### config.mk
export PLATFORM = sky130hd
export DESIGN_NAME = dual_bank_boot_seq
export DESIGN_NICKNAME = d
export VERILOG_FILES = /design/src/rtl/boot_seq_pkg.sv /design/src/rtl/boot_seq_ctrl.sv /design/src/rtl/boot_seq_dp.sv /design/src/rtl/dual_bank_boot_seq.sv
export SDC_FILE = /design/constraint.sdc
export NUM_CORES = 1
export LEC_CHECK = 0
export ABC_CLOCK_PERIOD_IN_PS = 4100
export BUFFER_PORTS_ARGS = -buffer_cell sky130_fd_sc_hd__buf_2
export CAP_MARGIN = 40
export CORE_ASPECT_RATIO = 0.5
export CORE_MARGIN = 2
export CORE_UTILIZATION = 45
export DETAILED_ROUTE_END_ITERATION = 6
export PLACE_DENSITY_LB_ADDON = 0.1
export REMOVE_ABC_BUFFERS = 1
export SLEW_MARGIN = 20
export SYNTH_ARGS = -nofsm -noshare
export SYNTH_HDL_FRONTEND = slang
export SYNTH_SLANG_ARGS = --single-unit
### constraint.sdc
create_clock -name clk -period 4.1 [get_ports clk]
set_clock_uncertainty 0.1 [all_clocks]
set_input_delay 1.025 -clock clk [delete_from_list [all_inputs] [get_ports clk]]
set_output_delay 1.025 -clock clk [all_outputs]
set_load 0.01 [all_outputs]
### src/rtl/boot_seq_pkg.sv
package boot_seq_pkg;
  localparam int NUM_STAGES = 2;

  typedef enum logic [2:0] {
    ST_BIST   = 3'd0,
    ST_DEAD   = 3'd1,
    ST_VER    = 3'd2,
    ST_SIG1   = 3'd3,
    ST_SIG2   = 3'd4,
    ST_RUN    = 3'd5,
    ST_FROZEN = 3'd6
  } seqState_e;

  localparam logic STAGE_BL  = 1'b0;
  localparam logic STAGE_APP = 1'b1;

  localparam logic [1:0] PRIV_ROM = 2'd3;
  localparam logic [1:0] PRIV_BL  = 2'd2;
  localparam logic [1:0] PRIV_APP = 2'd1;

  // Strobes from control to datapath
  typedef struct packed {
    logic                  loadPick;  // capture newer-bank choice
    logic                  flipBank;  // move to the other bank
    logic                  clrTimer;  // new attempt starts
    logic                  runTimer;  // attempt in progress
    logic [NUM_STAGES-1:0] commit;    // stage passed
  } dpStrobe_t;
endpackage

### src/rtl/boot_seq_ctrl.sv
module boot_seq_ctrl
  import boot_seq_pkg::*;
(
  input  logic      clk,
  input  logic      rstN,
  input  logic      lbistDone,
  input  logic      lbistOk,
  input  logic      mbistDone,
  input  logic      mbistOk,
  input  logic      verValid,
  input  logic      sigDone,
  input  logic      sigOk,
  input  logic      timedOut,
  output dpStrobe_t strobe,
  output logic      stage,
  output logic      verReq,
  output logic      sigReq,
  output logic      coreRstN,
  output logic      selfTestFail,
  output logic      frozen,
  output logic      appRelease
);
  seqState_e state, stateNext;
  logic      stageNext;
  logic      attemptEnd;
  logic      attemptOk;

  always_ff @(posedge clk or negedge rstN) begin
    if (!rstN) begin
      state <= ST_BIST;
      stage <= STAGE_BL;
    end else begin
      state <= stateNext;
      stage <= stageNext;
    end
  end

  // A done pulse wins over a timeout in the same cycle
  assign attemptEnd = sigDone || timedOut;
  assign attemptOk  = sigDone && sigOk;

  always_comb begin
    stateNext = state;
    stageNext = stage;
    strobe    = '0;
    unique case (state)
      ST_BIST: begin
        if (lbistDone && mbistDone) begin
          stateNext = (lbistOk && mbistOk) ? ST_VER : ST_DEAD;
        end
      end
      ST_VER: begin
        if (verValid) begin
          strobe.loadPick = 1'b1;
          strobe.clrTimer = 1'b1;
          stateNext       = ST_SIG1;
        end
      end
      ST_SIG1, ST_SIG2: begin
        strobe.runTimer = 1'b1;
        if (attemptEnd) begin
          if (attemptOk) begin
            strobe.commit[stage] = 1'b1;
            if (stage == STAGE_BL) begin
              stageNext = STAGE_APP;
              stateNext = ST_VER;
            end else begin
              stateNext = ST_RUN;
            end
          end else if (state == ST_SIG1) begin
            strobe.flipBank = 1'b1;
            strobe.clrTimer = 1'b1;
            stateNext       = ST_SIG2;
          end else begin
            stateNext = ST_FROZEN;
          end
        end
      end
      default: stateNext = state;
    endcase
  end

  assign verReq       = (state == ST_VER);
  assign sigReq       = (state == ST_SIG1) || (state == ST_SIG2);
  assign coreRstN     = !((state == ST_BIST) || (state == ST_DEAD) || (state == ST_FROZEN));
  assign selfTestFail = (state == ST_DEAD);
  assign frozen       = (state == ST_FROZEN);
  assign appRelease   = (state == ST_RUN);
endmodule

### src/rtl/boot_seq_dp.sv
module boot_seq_dp
  import boot_seq_pkg::*;
#(
  parameter int VER_W = 16,
  parameter int TO_W  = 16
) (
  input  logic             clk,
  input  logic             rstN,
  input  dpStrobe_t        strobe,
  input  logic [VER_W-1:0] verBankA,
  input  logic [VER_W-1:0] verBankB,
  input  logic [TO_W-1:0]  timeoutCycles,
  output logic             curBank,
  output logic             timedOut,
  output logic [NUM_STAGES-1:0] stageBank,
  output logic [NUM_STAGES-1:0] lockVec,
  output logic [1:0]       privLevel
);
  logic [TO_W-1:0] waitCnt;
  logic            pickB;

  assign pickB = (verBankB > verBankA);

  always_ff @(posedge clk or negedge rstN) begin
    if (!rstN) begin
      curBank <= 1'b0;
    end else if (strobe.loadPick) begin
      curBank <= pickB;
    end else if (strobe.flipBank) begin
      curBank <= ~curBank;
    end
  end

  always_ff @(posedge clk or negedge rstN) begin
    if (!rstN) begin
      waitCnt <= '0;
    end else if (strobe.clrTimer) begin
      waitCnt <= '0;
    end else if (strobe.runTimer) begin
      waitCnt <= waitCnt + TO_W'(1);
    end
  end

  assign timedOut = (timeoutCycles != '0) && (waitCnt == timeoutCycles - TO_W'(1));

  for (genvar g = 0; g < NUM_STAGES; g++) begin : g_stage
    logic bankQ;
    logic lockQ;
    always_ff @(posedge clk or negedge rstN) begin
      if (!rstN) begin
        bankQ <= 1'b0;
        lockQ <= 1'b0;
      end else if (strobe.commit[g]) begin
        bankQ <= curBank;
        lockQ <= 1'b1;
      end
    end
    assign stageBank[g] = bankQ;
    assign lockVec[g]   = lockQ;
  end

  always_ff @(posedge clk or negedge rstN) begin
    if (!rstN) begin
      privLevel <= PRIV_ROM;
    end else if (strobe.commit[1]) begin
      privLevel <= PRIV_APP;
    end else if (strobe.commit[0]) begin
      privLevel <= PRIV_BL;
    end
  end
endmodule

### src/rtl/dual_bank_boot_seq.sv
module dual_bank_boot_seq
  import boot_seq_pkg::*;
#(
  parameter int VER_W = 16,
  parameter int TO_W  = 16
) (
  input  logic             clk,
  input  logic             rstN,
  input  logic             lbistDone,
  input  logic             lbistOk,
  input  logic             mbistDone,
  input  logic             mbistOk,
  output logic             verReq,
  output logic             verStage,
  input  logic             verValid,
  input  logic [VER_W-1:0] verBankA,
  input  logic [VER_W-1:0] verBankB,
  output logic             sigReq,
  output logic             sigStage,
  output logic             sigBank,
  input  logic             sigDone,
  input  logic             sigOk,
  input  logic [TO_W-1:0]  timeoutCycles,
  output logic             coreRstN,
  output logic             selfTestFail,
  output logic             frozen,
  output logic             appRelease,
  output logic [1:0]       privLevel,
  output logic             blBank,
  output logic             appBank,
  output logic [1:0]       lockVec
);
  dpStrobe_t             strobe;
  logic                  stage;
  logic                  curBank;
  logic                  timedOut;
  logic [NUM_STAGES-1:0] stageBank;

  boot_seq_ctrl u_ctrl (
    .clk          (clk),
    .rstN         (rstN),
    .lbistDone    (lbistDone),
    .lbistOk      (lbistOk),
    .mbistDone    (mbistDone),
    .mbistOk      (mbistOk),
    .verValid     (verValid),
    .sigDone      (sigDone),
    .sigOk        (sigOk),
    .timedOut     (timedOut),
    .strobe       (strobe),
    .stage        (stage),
    .verReq       (verReq),
    .sigReq       (sigReq),
    .coreRstN     (coreRstN),
    .selfTestFail (selfTestFail),
    .frozen       (frozen),
    .appRelease   (appRelease)
  );

  boot_seq_dp #(.VER_W(VER_W), .TO_W(TO_W)) u_dp (
    .clk           (clk),
    .rstN          (rstN),
    .strobe        (strobe),
    .verBankA      (verBankA),
    .verBankB      (verBankB),
    .timeoutCycles (timeoutCycles),
    .curBank       (curBank),
    .timedOut      (timedOut),
    .stageBank     (stageBank),
    .lockVec       (lockVec),
    .privLevel     (privLevel)
  );

  assign verStage = stage;
  assign sigStage = stage;
  assign sigBank  = curBank;
  assign blBank   = stageBank[0];
  assign appBank  = stageBank[1];
endmodule

* Yosys cells after proc, flatten, opt, wreduce, memory -nomap -nowiden
Index checks and enable logic that the tools add are counted.
** Storage, ports and cells
- Register bits after elaboration :: 27
- Bits of input ports :: 57
- Output and inout port bits :: 15
- Logic and storage cells :: 70
** Operators by class
- Add/sub/neg operators :: 2
- Order comparisons :: 3
- Equality and inequality tests :: 10
- Multiplexer cells :: 26
- Bitwise operators :: 1
- Reductions and logical operators :: 19
** Operators by type and width (count)
- 2-to-1 mux 16 bit :: 2
- 2-to-1 mux 2 bit :: 9
- 2-to-1 mux 3 bit :: 6
- adder 16 x 1 -> 16 bit (second input constant) :: 1
- == test 16 bit :: 1
- greater-than comparator 16 bit :: 1
- nonzero test 16 bit :: 1
- subtractor 16 x 1 -> 16 bit (second input constant) :: 1
- == test 3 bit (second input constant) :: 3
- case mux 3 bit (3 select lines) :: 1
- == test 3 x 2 -> 1 bit (second input constant) :: 2
- 2-to-1 mux 1 bit :: 6
- inequality test 2 x 1 -> 1 bit (second input constant) :: 3
- nonzero test 2 bit :: 3
- logical AND 1 bit :: 5
- logical OR 1 bit :: 4
- AND reduction 4 bit :: 1
- == test 3 x 1 -> 1 bit (second input constant) :: 1
- logical NOT 3 bit :: 1
- AND reduction 3 bit :: 1
- nonzero test 3 bit :: 1
- < comparator 1 x 2 -> 1 bit (second input constant) :: 1
- case mux 1 bit (2 select lines) :: 1
- OR reduction 2 bit :: 1
- 4 further kinds :: 4

* Logic depth before layout (Yosys ltp)
- Depth in word-level cells :: 9
- Depth in mapped cells :: 11

* Cells and area by module
From an unflattened synthesis, not the netlist that was laid out.
** Second synthesis, totals
- Cells, all modules :: 285
- Area total of the unflattened synthesis :: 2424.8 sq um
** By module, submodules not included
- boot_seq_dp :: instances 1, cells each 241, area each 2058.2 sq um, sequential area each 578.1 sq um
- boot_seq_ctrl :: instances 1, cells each 43, area each 359.1 sq um, sequential area each 100.1 sq um
- dual_bank_boot_seq :: instances 1, cells each 1, area each 7.5 sq um, sequential area each 0.0 sq um

* Least setup slack after synthesis
OpenSTA, ideal clock, no wires.
- Kind :: in2reg
- Start :: in timeoutCycles[1]
- End :: reg u_dp.waitCnt[10]
- Arrival time :: 3361 ps
- Required time :: 3862 ps
- Setup slack :: 501 ps
- Cell stages on the path :: 9
- Buffers on the path :: 2
- Cell sequence :: or4_4 -> or4_4 -> a2111oi_2 -> a211oi_2 -> nor4_4 -> and3_1 -> buf_6 -> buf_12 -> nor3_2
** Between the ends
- Word-level cells in the longest chain between the ends :: 7
- Elaborated cells on any way between the ends :: 9
** RTL lines
- from (decl) :: line dual_bank_boot_seq.sv:23 : input logic [TO_W-1:0] timeoutCycles,
- subtractor 16 x 1 -> 16 bit :: line boot_seq_dp.sv:44 : assign timedOut = (timeoutCycles != '0) && (waitCnt == timeoutCycles - TO_W'(1));
- == test 16 bit :: line boot_seq_dp.sv:44
- logical AND 1 bit (*) :: line boot_seq_dp.sv:44
- logical OR 1 bit (*) :: line boot_seq_ctrl.sv:39 : assign attemptEnd = sigDone || timedOut;
- 2-to-1 mux 2 bit (*) :: line boot_seq_ctrl.sv:61 : if (attemptEnd) begin
- case mux 1 bit (2 select lines) (*) :: line boot_seq_ctrl.sv:46 : unique case (state)
- 2-to-1 mux 16 bit / nonzero test 2 bit (equally long branches)
- to (signal assigned) :: line boot_seq_dp.sv:40 : waitCnt <= waitCnt + TO_W'(1);
- to (decl) :: line boot_seq_dp.sv:19 : logic [TO_W-1:0] waitCnt;
Every way passes the cells marked *; elsewhere a longest branch is shown, timed or not.
A chain may end at the register's enable or synchronous reset.

* Worst setup path after layout
- Start :: in timeoutCycles[1]
- End :: reg u_dp.waitCnt[3]
Same word-level chain as after synthesis.

==> flow_summary.yaml <==
setup_path:
  crit_path_start_kind: "input pin"
  critical_path_cell_sequence: "buf_2 > or4_4 > or4_4 > a2111oi_2 > a211oi_2 > nor4_4 > and3_1 > buf_4 > nor3_1"
  critPathMaxFanout: 8
  worstPathRequired_ns: 4.15
  timing.critical_path.slowest_stage_cell: "or4_4"
  setup.worst_path.class: "in2reg"
  cell_with_the_most_instances_on_the_worst_path: "or4_4"
  maximum_cell_stage_delay_along_the_critical_path_ns: 0.57
  cp-end-kind: "flip-flop"
  crit_arrival_ns: 3.69
drt:
  detail_route.first_pass.iterations: 4
  detail_route.drc_violations: 0
  ant_nets: 0
  wirelength_um: 6250
  drt_iter0_markers: 104
  avgRoutedWirePerCell_um: 13.9
  vias_per_cell: 5.58
  via_count: 2512
final_layout:
  filler_cells_inserted: 516
  area_growth_pct: 16.8
  final_area_mm2: 0.00310
  nets: 453
  antenna-diode-count: 0
  final_util_pct: 55.5
  multiInputGateArea_mm2: 0.00176
  storage_element_area_um2: 678
  post_route_cells_drive_above_1_share_pct: 28.6
die:
  initial_utilization_pct: 47.5
  num_rows: 19
  die_x_um: 113
  dieHeight_um: 58.3
  core_mm2: 0.00559
  die_area_mm2: 0.00657
  ioPinCount: 72
global_route:
  grt_overflow: 0
  grtUsageTotal_pct: 19.7
  number_of_global_route_vias_before_repair: 2445
  grt_antenna_before_repair: 0
  grt_max_degree: 28
  grt_first_pass_wirelength_um: 10700
power_and_ir_drop:
  p_per_area_mw_per_mm2: 455
  vdd_drop_max_mv: 0.237
  post-layout-total-power_w: 0.00141
  static-leakage-power_nw: 1.49
place:
  dpl_cell_area_mm2: 0.00302
  place_hpwl_um: 4990
  place_congestion: 0.849
  port_buffers: 71
synthesis:
  yosysTopAreaCellShare_pct: 23.6
  synth_top_family_by_area: "simple AND/OR/NAND/NOR gates"
  synth-edff-count: 0
  synth-seq-area-share_pct: 25.5
  post_synth_main_area_contributors: "dfrtp_1 24%, ha_1 8.5%, xnor2_1 6.3%"
  synth_xor_area_share_pct: 10.9
  post_synthesis_compound_gate_area_fraction_pct: 15.4
  postSynthCellCount: 312
  yosysTopAreaCell: "dfrtp_1"
  async_flop_share_pct: 100
  synth.lib_cells_used.distinct: 60
  netlist_area_mm2: 0.00266
  ys.warnings.count: 0
  syn-mean-instance-area_um2: 8.51
  synth_simple_gate_area_share_pct: 28.9
  post_synth_fa_ha_maj_area_fraction_pct: 8.48
  post_synth_mux_area_share_pct: 2.59
  synth-main-ff-cell: "dfrtp_1"
  ys_ff_latch: 27
clock_tree:
  clkLatencyLatePin_ns: 0.26
  cts_resized: 0
  clk_pin_slew_ns: 0.07
  clk_root_buffer_cell: "clkbuf_16"
  tritoncts: "yes"
  tritoncts_num_sinks: 27
  hold_buffers_post_cts: 0
  cts_setup_buffers: 0
  cts_inserted_buffers: 3
  clock_tree.buffer_depth: 2
  cts_max_level: 1
sta:
  timing.fmax_mhz: 274
  worst_slew_pin_slew_ns: 0.845
  setup_total_negative_slack_ns: 0
  drv_slew: 0
  finalWorstPathRequiredPeriod_ns: 3.64
  period_share_pct: 88.9
  worst_hold_slack_ns: 0.378
  finalHoldViolations: 0
  max-slew-margin-rel_pct: 43.5
  grt_setup_unrepaired: "false"
  timing.final.setup_violations: 0
hold_path:
  hold_path_class: "reg2reg"
flow_run:
  cap_violations: 0
run_status:
  outcome: "finished clean"
critical path, delay by kind of cell:
family | cells | cell delay, ns
and+or+nand+nor | 5 | 1.98
AOI/OAI and AO/OA | 2 | 0.39
buffers and inverters | 2 | 0.30
stage by stage:
stage	worst slack, ns	cells
global route	0.242	450
CTS	0.427	450
global placement	0.235	446
detailed placement	0.147	446
floorplan	0.274	298
finish	0.456	450
cells in the mapped netlist (3+ instances only):
| cell | number |
|---|---|
| nor2_1 | 24 |
| nand3_1 | 16 |
| mux2_2 | 3 |
| nand4_1 | 9 |
| or3_1 | 3 |
| dfrtp_1 | 25 |
| a21o_1 | 9 |
| nand2b_1 | 4 |
| buf_4 | 5 |
| a211oi_1 | 5 |
| xor2_1 | 14 |
| inv_1 | 28 |
| clkbuf_1 | 4 |
| nor3_1 | 14 |
| or2_2 | 3 |
| o21ai_0 | 10 |
| o21a_1 | 3 |
| and3_1 | 3 |
| nor3_2 | 10 |
| ha_1 | 18 |
| nor4_1 | 8 |
| xnor2_1 | 19 |
| a21oi_1 | 11 |
| nand2_1 | 16 |
registers in the layout, summed over array words and instances, names as in the netlist:
signal	cells
u_dp.waitCnt	16
u_dp.curBank	1
u_dp.g_stage.lockQ	2
u_dp.privLevel	2
u_ctrl.state	3
u_dp.g_stage.bankQ	2
u_ctrl.stage	1
routing by layer:
metal  global-route usage (%)  routed length (um)
met5                        0                   0
met4                     4.88                  54
met2                     36.2                2910
met3                     2.37                 411
met1                     25.2                2880
worst paths after layout:
path | startpoint | endpoint | slack (ns) | depth (start not counted)
worst max-delay path | timeoutCycles[1] | u_dp.waitCnt[3] | 0.46 | 9
worst min-delay path | u_dp.privLevel[0] | u_dp.privLevel[0] | 0.38 | 2
worst max register to register | u_ctrl.state[1] | u_ctrl.state[0] | 1.43 | 6
worst min register to register | u_dp.privLevel[0] | u_dp.privLevel[0] | 0.38 | 2
max in group asynchronous | rstN | u_dp.waitCnt[7] | 2.83 | 1
min in group asynchronous | rstN | u_ctrl.state[1] | 0.67 | 1
power by group:
group | total, W | internal [W] | switching, W
logic | 0.000659 | 0.000311 | 0.000348
clock network | 0.000227 | 0.000133 | 0.0000942
registers | 0.000526 | 0.000370 | 0.000156
cells by family after synthesis:
group                      Yosys count
and+or+nand+nor                    130
AOI/OAI and AO/OA                   56
buffers and inverters               42
xor gates and xnor gates            33
DFF                                 27
adders and majority gates           18
muxes                                6
placed cells by master, fill, tap and decap left out, drive strengths merged, types with 3 or more instances in the layout:
cell type,instances
inv,28
xor2,14
mux2,4
nand4,9
nand2b,4
and3,3
buf,75
ha,18
clkbuf,3
a211oi,6
nor4,9
nand3,16
or2,5
o21a,3
a21oi,11
nand2,16
nor2,24
a21o,9
or4,3
dfrtp,25
nor3,24
o21ai,12
or3,4
xnor2,19
and4,3
final cells by class:
type	count	area share, %
Multi-Input combinational cell	243	56.7
Sequential cell	27	21.9
Clock inverter	1	0.242
Timing Repair Buffer	75	12.4
Clock buffer	3	2.42
Inverter	28	3.39
Tap cell	73	2.94
Power figures use the tool's default switching activity.
